File: config.mk
export PLATFORM = sky130hd
export DESIGN_NAME = fine_attr_remap
export DESIGN_NICKNAME = d
export VERILOG_FILES = /design/src/rtl/fine_attr_pkg.sv /design/src/rtl/fine_attr_ctrl.sv /design/src/rtl/fine_attr_dpath.sv /design/src/rtl/fine_attr_remap.sv
export SDC_FILE = /design/constraint.sdc
export NUM_CORES = 1
export LEC_CHECK = 0
export CORE_AREA = 10 10 47 49
export CTS_CLUSTER_DIAMETER = 50
export DETAILED_ROUTE_END_ITERATION = 8
export DIE_AREA = 0 0 57 59
export GPL_TIMING_DRIVEN = 0
export PLACE_DENSITY = 0.53
export SLEW_MARGIN = 20
export SYNTH_ARGS = -nofsm -noshare
export SYNTH_HDL_FRONTEND = slang
export SYNTH_SLANG_ARGS = --single-unit
File: constraint.sdc
create_clock -name clk -period 1.16 [get_ports clk]
set_input_delay 0.174 -clock clk [delete_from_list [all_inputs] [get_ports clk]]
set_output_delay 0.174 -clock clk [all_outputs]
set_load 0.02 [all_outputs]
File: src/rtl/fine_attr_pkg.sv
package fine_attr_pkg;

  localparam int SEL_W = 2;

  typedef enum logic [1:0] {
    FETCH_PATTERN = 2'd0,
    FETCH_NAME    = 2'd1,
    FETCH_ATTR    = 2'd2
  } fetch_kind_e;

  typedef struct packed {
    logic capture;
    logic attrSel;
    logic bankLoad;
    logic ntOe;
    logic chrOe;
  } remap_strobe_t;

endpackage

File: src/rtl/fine_attr_ctrl.sv
module fine_attr_ctrl
  import fine_attr_pkg::*;
#(
  parameter int ATTR_W = 4
) (
  input  logic              tableBit,
  input  logic [ATTR_W-1:0] attrField,
  input  logic              ppuRdN,
  input  logic              cpuBankWr,
  output remap_strobe_t     strobe
);

  fetch_kind_e kind;
  logic        rdActive;

  always_comb begin
    if (!tableBit)
      kind = FETCH_PATTERN;
    else if (&attrField)
      kind = FETCH_ATTR;
    else
      kind = FETCH_NAME;
  end

  assign rdActive = ~ppuRdN;

  always_comb begin
    strobe          = '0;
    strobe.attrSel  = (kind == FETCH_ATTR);
    strobe.capture  = rdActive && (kind == FETCH_NAME);
    strobe.ntOe     = rdActive && (kind == FETCH_NAME);
    strobe.chrOe    = rdActive && (kind != FETCH_NAME);
    strobe.bankLoad = cpuBankWr;
  end

endmodule

File: src/rtl/fine_attr_dpath.sv
module fine_attr_dpath
  import fine_attr_pkg::*;
(
  input  logic             clk,
  input  logic             rstN,
  input  remap_strobe_t    strobe,
  input  logic [SEL_W-1:0] coarsePair,
  input  logic [SEL_W-1:0] cpuData,
  output logic             ntRamOeN,
  output logic             chrOeN,
  output logic [SEL_W-1:0] chrAddrHi
);

  logic [SEL_W-1:0] pairQ;
  logic [SEL_W-1:0] bankQ;

  always_ff @(posedge clk or negedge rstN) begin
    if (!rstN)
      pairQ <= '0;
    else if (strobe.capture)
      pairQ <= coarsePair;
  end

  always_ff @(posedge clk or negedge rstN) begin
    if (!rstN)
      bankQ <= '0;
    else if (strobe.bankLoad)
      bankQ <= cpuData;
  end

  assign chrAddrHi = strobe.attrSel ? pairQ : bankQ;
  assign ntRamOeN  = ~strobe.ntOe;
  assign chrOeN    = ~strobe.chrOe;

endmodule

File: src/rtl/fine_attr_remap.sv
module fine_attr_remap
  import fine_attr_pkg::*;
#(
  parameter int ADDR_W    = 14,
  parameter int TABLE_BIT = 13,
  parameter int ATTR_LSB  = 6,
  parameter int ATTR_MSB  = 9,
  parameter int XBIT      = 0,
  parameter int YBIT      = 5
) (
  input  logic              clk,
  input  logic              rstN,
  input  logic [ADDR_W-1:0] ppuAddr,
  input  logic              ppuRdN,
  input  logic              cpuBankWr,
  input  logic [SEL_W-1:0]  cpuData,
  output logic              ntRamOeN,
  output logic              chrOeN,
  output logic [SEL_W-1:0]  chrAddrHi
);

  localparam int ATTR_W = ATTR_MSB - ATTR_LSB + 1;

  remap_strobe_t    strobe;
  logic [SEL_W-1:0] coarsePair;
  logic             unusedAddr;

  assign coarsePair = {ppuAddr[YBIT], ppuAddr[XBIT]};
  assign unusedAddr = ^ppuAddr;

  fine_attr_ctrl #(.ATTR_W(ATTR_W)) ctrl_i (
    .tableBit (ppuAddr[TABLE_BIT]),
    .attrField(ppuAddr[ATTR_MSB:ATTR_LSB]),
    .ppuRdN   (ppuRdN),
    .cpuBankWr(cpuBankWr),
    .strobe   (strobe)
  );

  fine_attr_dpath dpath_i (
    .clk       (clk),
    .rstN      (rstN),
    .strobe    (strobe),
    .coarsePair(coarsePair),
    .cpuData   (cpuData),
    .ntRamOeN  (ntRamOeN),
    .chrOeN    (chrOeN),
    .chrAddrHi (chrAddrHi)
  );

endmodule

==> results of run 1 <==
[power groups by stage]
stage | Clock (W) | Combinational, W | Sequential, W
after floorplan | 0 | 0.0000534 | 0.000166
after global placement | 0 | 0.000123 | 0.000169
final | 0.000169 | 0.000129 | 0.000167
after CTS | 0.000185 | 0.000129 | 0.000167
after global routing | 0.000194 | 0.000139 | 0.000169
after detailed placement | 0 | 0.000127 | 0.000169
[area by class of cell]
cell class | count | area (µm²) | area share
clock buffer | 3 | 22.5 | 0.0526
inverter | 1 | 3.75 | 0.00877
multi-input combinational | 10 | 105 | 0.246
sequential | 4 | 100 | 0.234
tap | 16 | 20.0 | 0.0468
timing repair buffer | 18 | 176 | 0.412
[kinds of logic (layout without fill, tap and decap cells)]
| logic type | count (synthesis) | count (layout) |
|---|---|---|
| multiplexers | 6 | 6 |
| flip-flops | 4 | 4 |
| AND/OR/NAND/NOR | 3 | 3 |
| AO/OA/AOI/OAI | 1 | 1 |
| buffers and inverters | 1 | 22 |
[through the flow]
stage	total power (W)	area [µm²]
2_1_floorplan	0.000220	209
3_3_place_gp	0.000292	389
3_5_place_dp	0.000296	389
4_1_cts	0.000481	415
5_1_grt	0.000501	428
6_report	0.000466	428
[critical path: cells and delay by family]
kind | cells | cell delay (ns)
multiplexers | 1 | 0.30
AND/OR/NAND/NOR | 2 | 0.36
buffers and inverters | 2 | 0.19
[registers in the layout (all words and copies together) (netlist names)]
name           count
dpath_i.bankQ      2
dpath_i.pairQ      2
[worst min path at each step]
stage          cells past startpoint  slack [ns]  start          endpoint
2_1_floorplan                      0       -0.12   rstN  dpath_i.bankQ[0]
3_3_place_gp                       1        0.39   rstN  dpath_i.bankQ[0]
3_5_place_dp                       1        0.39   rstN  dpath_i.bankQ[0]
4_1_cts                            1        0.14   rstN  dpath_i.bankQ[0]
5_1_grt                            1        0.15   rstN  dpath_i.bankQ[0]
6_report                           1        0.15   rstN  dpath_i.bankQ[0]
[routing by layer]
| metal | vias up | track usage | wire length, µm |
|---|---|---|---|
| met1 | 75 | 0.0573 | 383 |
| met3 | 2 | 0.0644 | 134 |
| met5 | - | 0 | 0 |
| li1 | 99 | - | - |
| met2 | 17 | 0.0465 | 203 |
| met4 | 0 | 0.0302 | 12 |
[what timing repair did]
action,CTS,global route
setup buffers,2,0
setup endpoints to repair,6,3
hold endpoints to repair,0,0
gates cloned,0,0
resized for setup,41,3
pin swaps,2,1
[cell usage after synthesis]
master and number:
inv_1 1, nand3b_1 1, or2_4 1, mux2_4 2
a21o_1 1, mux2_2 4, nand4_1 1, dfrtp_1 4
==> summary.md, run 1 <==
| Metric | Value |
|---|---|
| Status | finished with violations |
| Violations in the final reports | setup timing |
| Leak | 0.206 nW |
| Critical path capture point type | primary output |
| Mapped Area | 209 µm² |
| Worst Skew | 0 ns |
| Post-Synth Simple-Gate Area | 0.108 |
| Die X | 57 µm |
| Hold slack | 0.145 ns |
| Comb power frac | 0.277 |
| Pre-antenna DRT Iters | 3 |
| Synth Instances | 15 |
| Cts hold-fix bufs | 0 |
| Layout Cells excl Fill | 52 |
| WL final | 733 µm |
| Place WS | -0.912 ns |
| Layout cells sized above 1 | 0.583 |
| Critical path required time | 0.99 ns |
| Setup WS post-layout | -0.0506 ns |
| Remaining DRCs | 0 |
| Layout area overhead | 105% |
| CTS tree | yes |
| Core Footprint | 1400 µm² |
| CP Data Arrival Time | 1.04 ns |
| Critical path class | primary input to primary output |
| Antenna violations before repair | 0 |
| Via count | 193 |
| Setup-failing EPs final | 2 |
| Xor/xnor share of the synthesized area | 0 |
| Maximum number of pins on one net before global-route repair | 5 |
| Most used cell, CP | buf_6 |
| Sw frac | 0.228 |
| Worst setup startpoint | ppuAddr[8] |
| Sequential fraction of the synthesis area | 0.479 |
| Share of Yosys cell area claimed by the top area cell type | 0.479 |
| Setup TNS Final | -0.0964 ns |
| Largest family of logic cells by synthesized area | multiplexers |
| Crit-path slowest cell | mux2_4 |
| Maximum clock insertion buffer count | 2 |
| First-pass GRT wire length | 1170 µm |
| Placed Instances | 47 |
| Clock power share | 0.364 |
| CTS Sinks | 4 |
| Worst-margin pin slew | 0.188 ns |
| Die Height | 59 µm |
| Avg Vias per Cell | 3.71 |
| Core Util, Final | 0.305 |
| Synth warn | 0 |
| Row Count | 14 |
| Later-pin clock latency in the skew report | 0.23 ns |
| Total congestion overflow | 0 |
| RR Endpoint | dpath_i.bankQ[1] |
| # diodes | 0 |
| Total Routing Usage GR | 0.0507 |
| Share of power burned in registers | 0.359 |
| Number of global-route vias before repair | 236 |
| Max Slew Vio Count | 0 |
| Post-synthesis mux area share | 0.359 |
| Net switching power | 0.000106 W |
| CP peak stage delay | 0.30 ns |
| Reg clk slew, reported paths | 0.04 ns |
| Global placement routability congestion | 0.766 |
| CTS H-tree lvls | 1 |
| PwrDens | 1090 nW/µm² |
| Min-Delay Path Class | primary input to async pin |
| Critical Path Source Type | primary input |
| ANT nets after route | 0 |
| Adder-Cell Fraction of Synth Area | 0 |
| Synth cell types | 8 |
| Commonest non-fill, non-tap cell in the layout | buf_6 |
| Relative slew slack | 0.874 |
| DRT iter0 DRCs | 4 |
| Max Cap Violations | 0 |
| Most frequent cells in the layout | 7 x buf_6, 6 x clkdlybuf4s50_1, 4 x mux2_2, 4 x dfrtp_1, 3 x clkbuf_4 |
| Die footprint | 3360 µm² |
| Initial Util | 0.149 |
| Maximum vdd ir drop | 457 µV |
| CP Cell Sequence | buf_6, nand4_1, or2_4, mux2_4, buf_6 |
| Critical Path Fanout Max | 2 |
| Synth Area in Compound Gates | 0.0359 |
| Io pins | 24 |
| Final period utilization | 1.04 |
| Seq cells post-synth | 4 |
| Crit path to | chrAddrHi[1] |
| Post-Syn Nets | 35 |
| Reg2reg path depth | 1 |
| Top post-synthesis cells by area | dfrtp_1 48%, mux2_2 22%, mux2_4 14%, or2_4 4.2%, a21o_1 3.6% |
| Reg2reg setup slack | 0.41 ns |
| Worst r2r src | dpath_i.bankQ[1] |
| CTS buffer count | 3 |
| Final hold violations | 0 |
| Highest clock rate | 0.826 GHz |
| Mapped Avg Cell Area | 13.9 µm² |
| Int Pwr | 0.000359 W |
| Fillers | 154 |
| # nets final | 58 |
| RSZ-0062 raised after global routing | true |
| Final min period | 1.21 ns |
| Biggest area consumer among synthesized cells | dfrtp_1 |
| PortBufs | 16 |
| Drt wl/cell | 14.1 µm |
| CTS Root Buffer Type | clkbuf_4 |
No activity file was read; power rests on OpenSTA's default activity.
==> run 2: changes to the inputs <==
--- a/config.mk
+++ b/config.mk
@@ -9,7 +9,6 @@
 export CTS_CLUSTER_DIAMETER = 50
 export DETAILED_ROUTE_END_ITERATION = 8
 export DIE_AREA = 0 0 57 59
-export GPL_TIMING_DRIVEN = 0
 export PLACE_DENSITY = 0.53
 export SLEW_MARGIN = 20
 export SYNTH_ARGS = -nofsm -noshare
==> summary.md, run 2 (synthesis gave the netlist of run 1 again) <==
| Metric | Value |
|---|---|
| Fillers | 152 (-1.3%) |
| CP Data Arrival Time | 1.04 ns (about the same) |
| Global placement routability congestion | 0.779 (+1.7%) |
| Die footprint | 3360 µm² (unchanged) |
| Final period utilization | 1.05 (+0.00602) |
| Remaining DRCs | 0 (unchanged) |
| Worst Skew | 0 ns (unchanged) |
| DRT iter0 DRCs | 2 (-2) |
| Die X | 57 µm (unchanged) |
| Maximum clock insertion buffer count | 2 (unchanged) |
| Critical Path Source Type | primary input |
| Min-Delay Path Class | primary input to async pin |
| CTS H-tree lvls | 1 (unchanged) |
| PortBufs | 16 (unchanged) |
| Commonest non-fill, non-tap cell in the layout | buf_6 |
| Worst-margin pin slew | 0.213 ns (+0.0242 ns) |
| Later-pin clock latency in the skew report | 0.23 ns (about the same) |
| Number of global-route vias before repair | 269 (+14%) |
| Max Cap Violations | 0 (unchanged) |
| Setup-failing EPs final | 2 (unchanged) |
| Critical path required time | 0.99 ns (about the same) |
| Initial Util | 0.149 (unchanged) |
| Final hold violations | 0 (unchanged) |
| Pre-antenna DRT Iters | 2 (-1) |
| Setup WS post-layout | -0.0576 ns (-0.00698 ns) |
| ANT nets after route | 0 (unchanged) |
| RSZ-0062 raised after global routing | true |
| Status | finished with violations |
| Most frequent cells in the layout | 7 x buf_6, 6 x clkdlybuf4s50_1, 4 x mux2_2, 4 x dfrtp_1, 4 x buf_4 |
| Placed wire-length estimate | 669 µm |
| Total Routing Usage GR | 0.0506 (-0.0000876) |
| Via count | 217 (+12%) |
| # diodes | 0 (unchanged) |
| Row Count | 14 (unchanged) |
| Layout cells sized above 1 | 0.605 (+0.0219) |
| Antenna violations before repair | 0 (unchanged) |
| Maximum number of pins on one net before global-route repair | 5 (unchanged) |
| First-pass GRT wire length | 1250 µm (+7.0%) |
| Final min period | 1.22 ns (+0.00698 ns) |
| Final Power | 0.000473 W (+1.6%) |
| Reg clk slew, reported paths | 0.04 ns (about the same) |
| CTS Sinks | 4 (unchanged) |
| Max Slew Vio Count | 0 (unchanged) |
| Maximum vdd ir drop | 344 µV (-25%) |
| Total congestion overflow | 0 (unchanged) |
| Leak | 0.215 nW (+4.4%) |
| Die Height | 59 µm (unchanged) |
| PwrDens | 1070 nW/µm² (-1.9%) |
| Place WS | -0.875 ns (+0.0377 ns) |
| CTS Root Buffer Type | clkbuf_4 |
| Relative slew slack | 0.858 (-0.0162) |
| CTS tree | yes |
| Avg Vias per Cell | 4.02 (+8.3%) |
| Drt wl/cell | 14.5 µm (+2.6%) |
| WL final | 781 µm (+6.5%) |
| Violations in the final reports | setup timing |
| Core Footprint | 1400 µm² (unchanged) |
| Largest regs | dpath_i.bankQ x2, dpath_i.pairQ x2 |
| Io pins | 24 (unchanged) |
| Critical path capture point type | primary output |
| Critical Path Fanout Max | 2 (unchanged) |
| CTS buffer count | 3 (unchanged) |
| Critical path class | primary input to primary output |
| # nets final | 60 (+3.4%) |
| Layout area overhead | 112% |
| Highest clock rate | 0.821 GHz (-0.57%) |
[run 2: critical path: stages]
cell	delay (ns)
buf_6	0.07
nand4_1	0.11
or2_4	0.26
mux2_4	0.30
buf_6	0.13
[run 2: area by class of cell]
type                    count  area (µm²)  area share
well taps                  16        20.0      0.0452
flip-flops and latches      4         100       0.226
repair buffers             20         191       0.432
clock buffers               3        22.5      0.0508
multi-input cells          10         105       0.237
inverters                   1        3.75     0.00847
[run 2: final timing paths]
kind / start / end / slack (ns) / cells past startpoint
setup / recovery: ppuAddr[6] / chrAddrHi[1] / -0.06 / 5
hold / removal: rstN / dpath_i.bankQ[0] / 0.16 / 1
setup reg to reg: dpath_i.pairQ[1] / dpath_i.pairQ[1] / 0.41 / 1
hold reg to reg: dpath_i.pairQ[0] / dpath_i.pairQ[0] / 0.51 / 1
max in group asynchronous: rstN / dpath_i.bankQ[1] / 0.82 / 1
min in group clk: ppuRdN / dpath_i.pairQ[1] / 0.51 / 4
[run 2: metal layers]
metal,GRT usage,wire [µm],vias up
met1,0.0690,427,97
li1,-,-,101
met3,0.0365,101,2
met2,0.0465,247,17
met5,0,0,-
met4,0.0403,4,0
[run 2: what timing repair did]
action / 4_1_cts / 5_1_grt
gates resized for setup: 41 / 3
endpoints found under the setup margin: 6 / 4
buffers inserted: 0 / 1
gates cloned: 0 / 0
pin swaps: 2 / 2
hold buffers: 0 / 0
[run 2: power by group]
| part | internal [W] | switching (W) | total [W] |
|---|---|---|---|
| sequential | 0.000159 | 0.00000999 | 0.000169 |
| clock | 0.000116 | 0.0000563 | 0.000172 |
| combinational | 0.0000883 | 0.0000441 | 0.000132 |
| total | 0.000363 | 0.000110 | 0.000473 |
[run 2: stage by stage]
stage	utilization	hold slack, ns	cell area [µm²]	setup TNS, ns	cells
final	0.316	0.156	443	-0.110	54
after global routing	0.316	0.164	443	-0.165	54
after CTS	0.304	0.152	427	-0.150	53
after detailed placement	0.294	0.404	412	-3.86	50
after global placement	0.294	0.389	412	-3.87	50
after floorplan	-	-0.122	209	0	15
==> run 3: changes to the inputs <==
--- a/config.mk
+++ b/config.mk
@@ -5,8 +5,10 @@
 export SDC_FILE = /design/constraint.sdc
 export NUM_CORES = 1
 export LEC_CHECK = 0
+export CAP_MARGIN = 20
 export CORE_AREA = 10 10 47 49
 export CTS_CLUSTER_DIAMETER = 50
+export CTS_CLUSTER_SIZE = 8
 export DETAILED_ROUTE_END_ITERATION = 8
 export DIE_AREA = 0 0 57 59
 export PLACE_DENSITY = 0.53
==> results of run 3 <==
Final layout, timing and power as in run 2 (identical DEF).
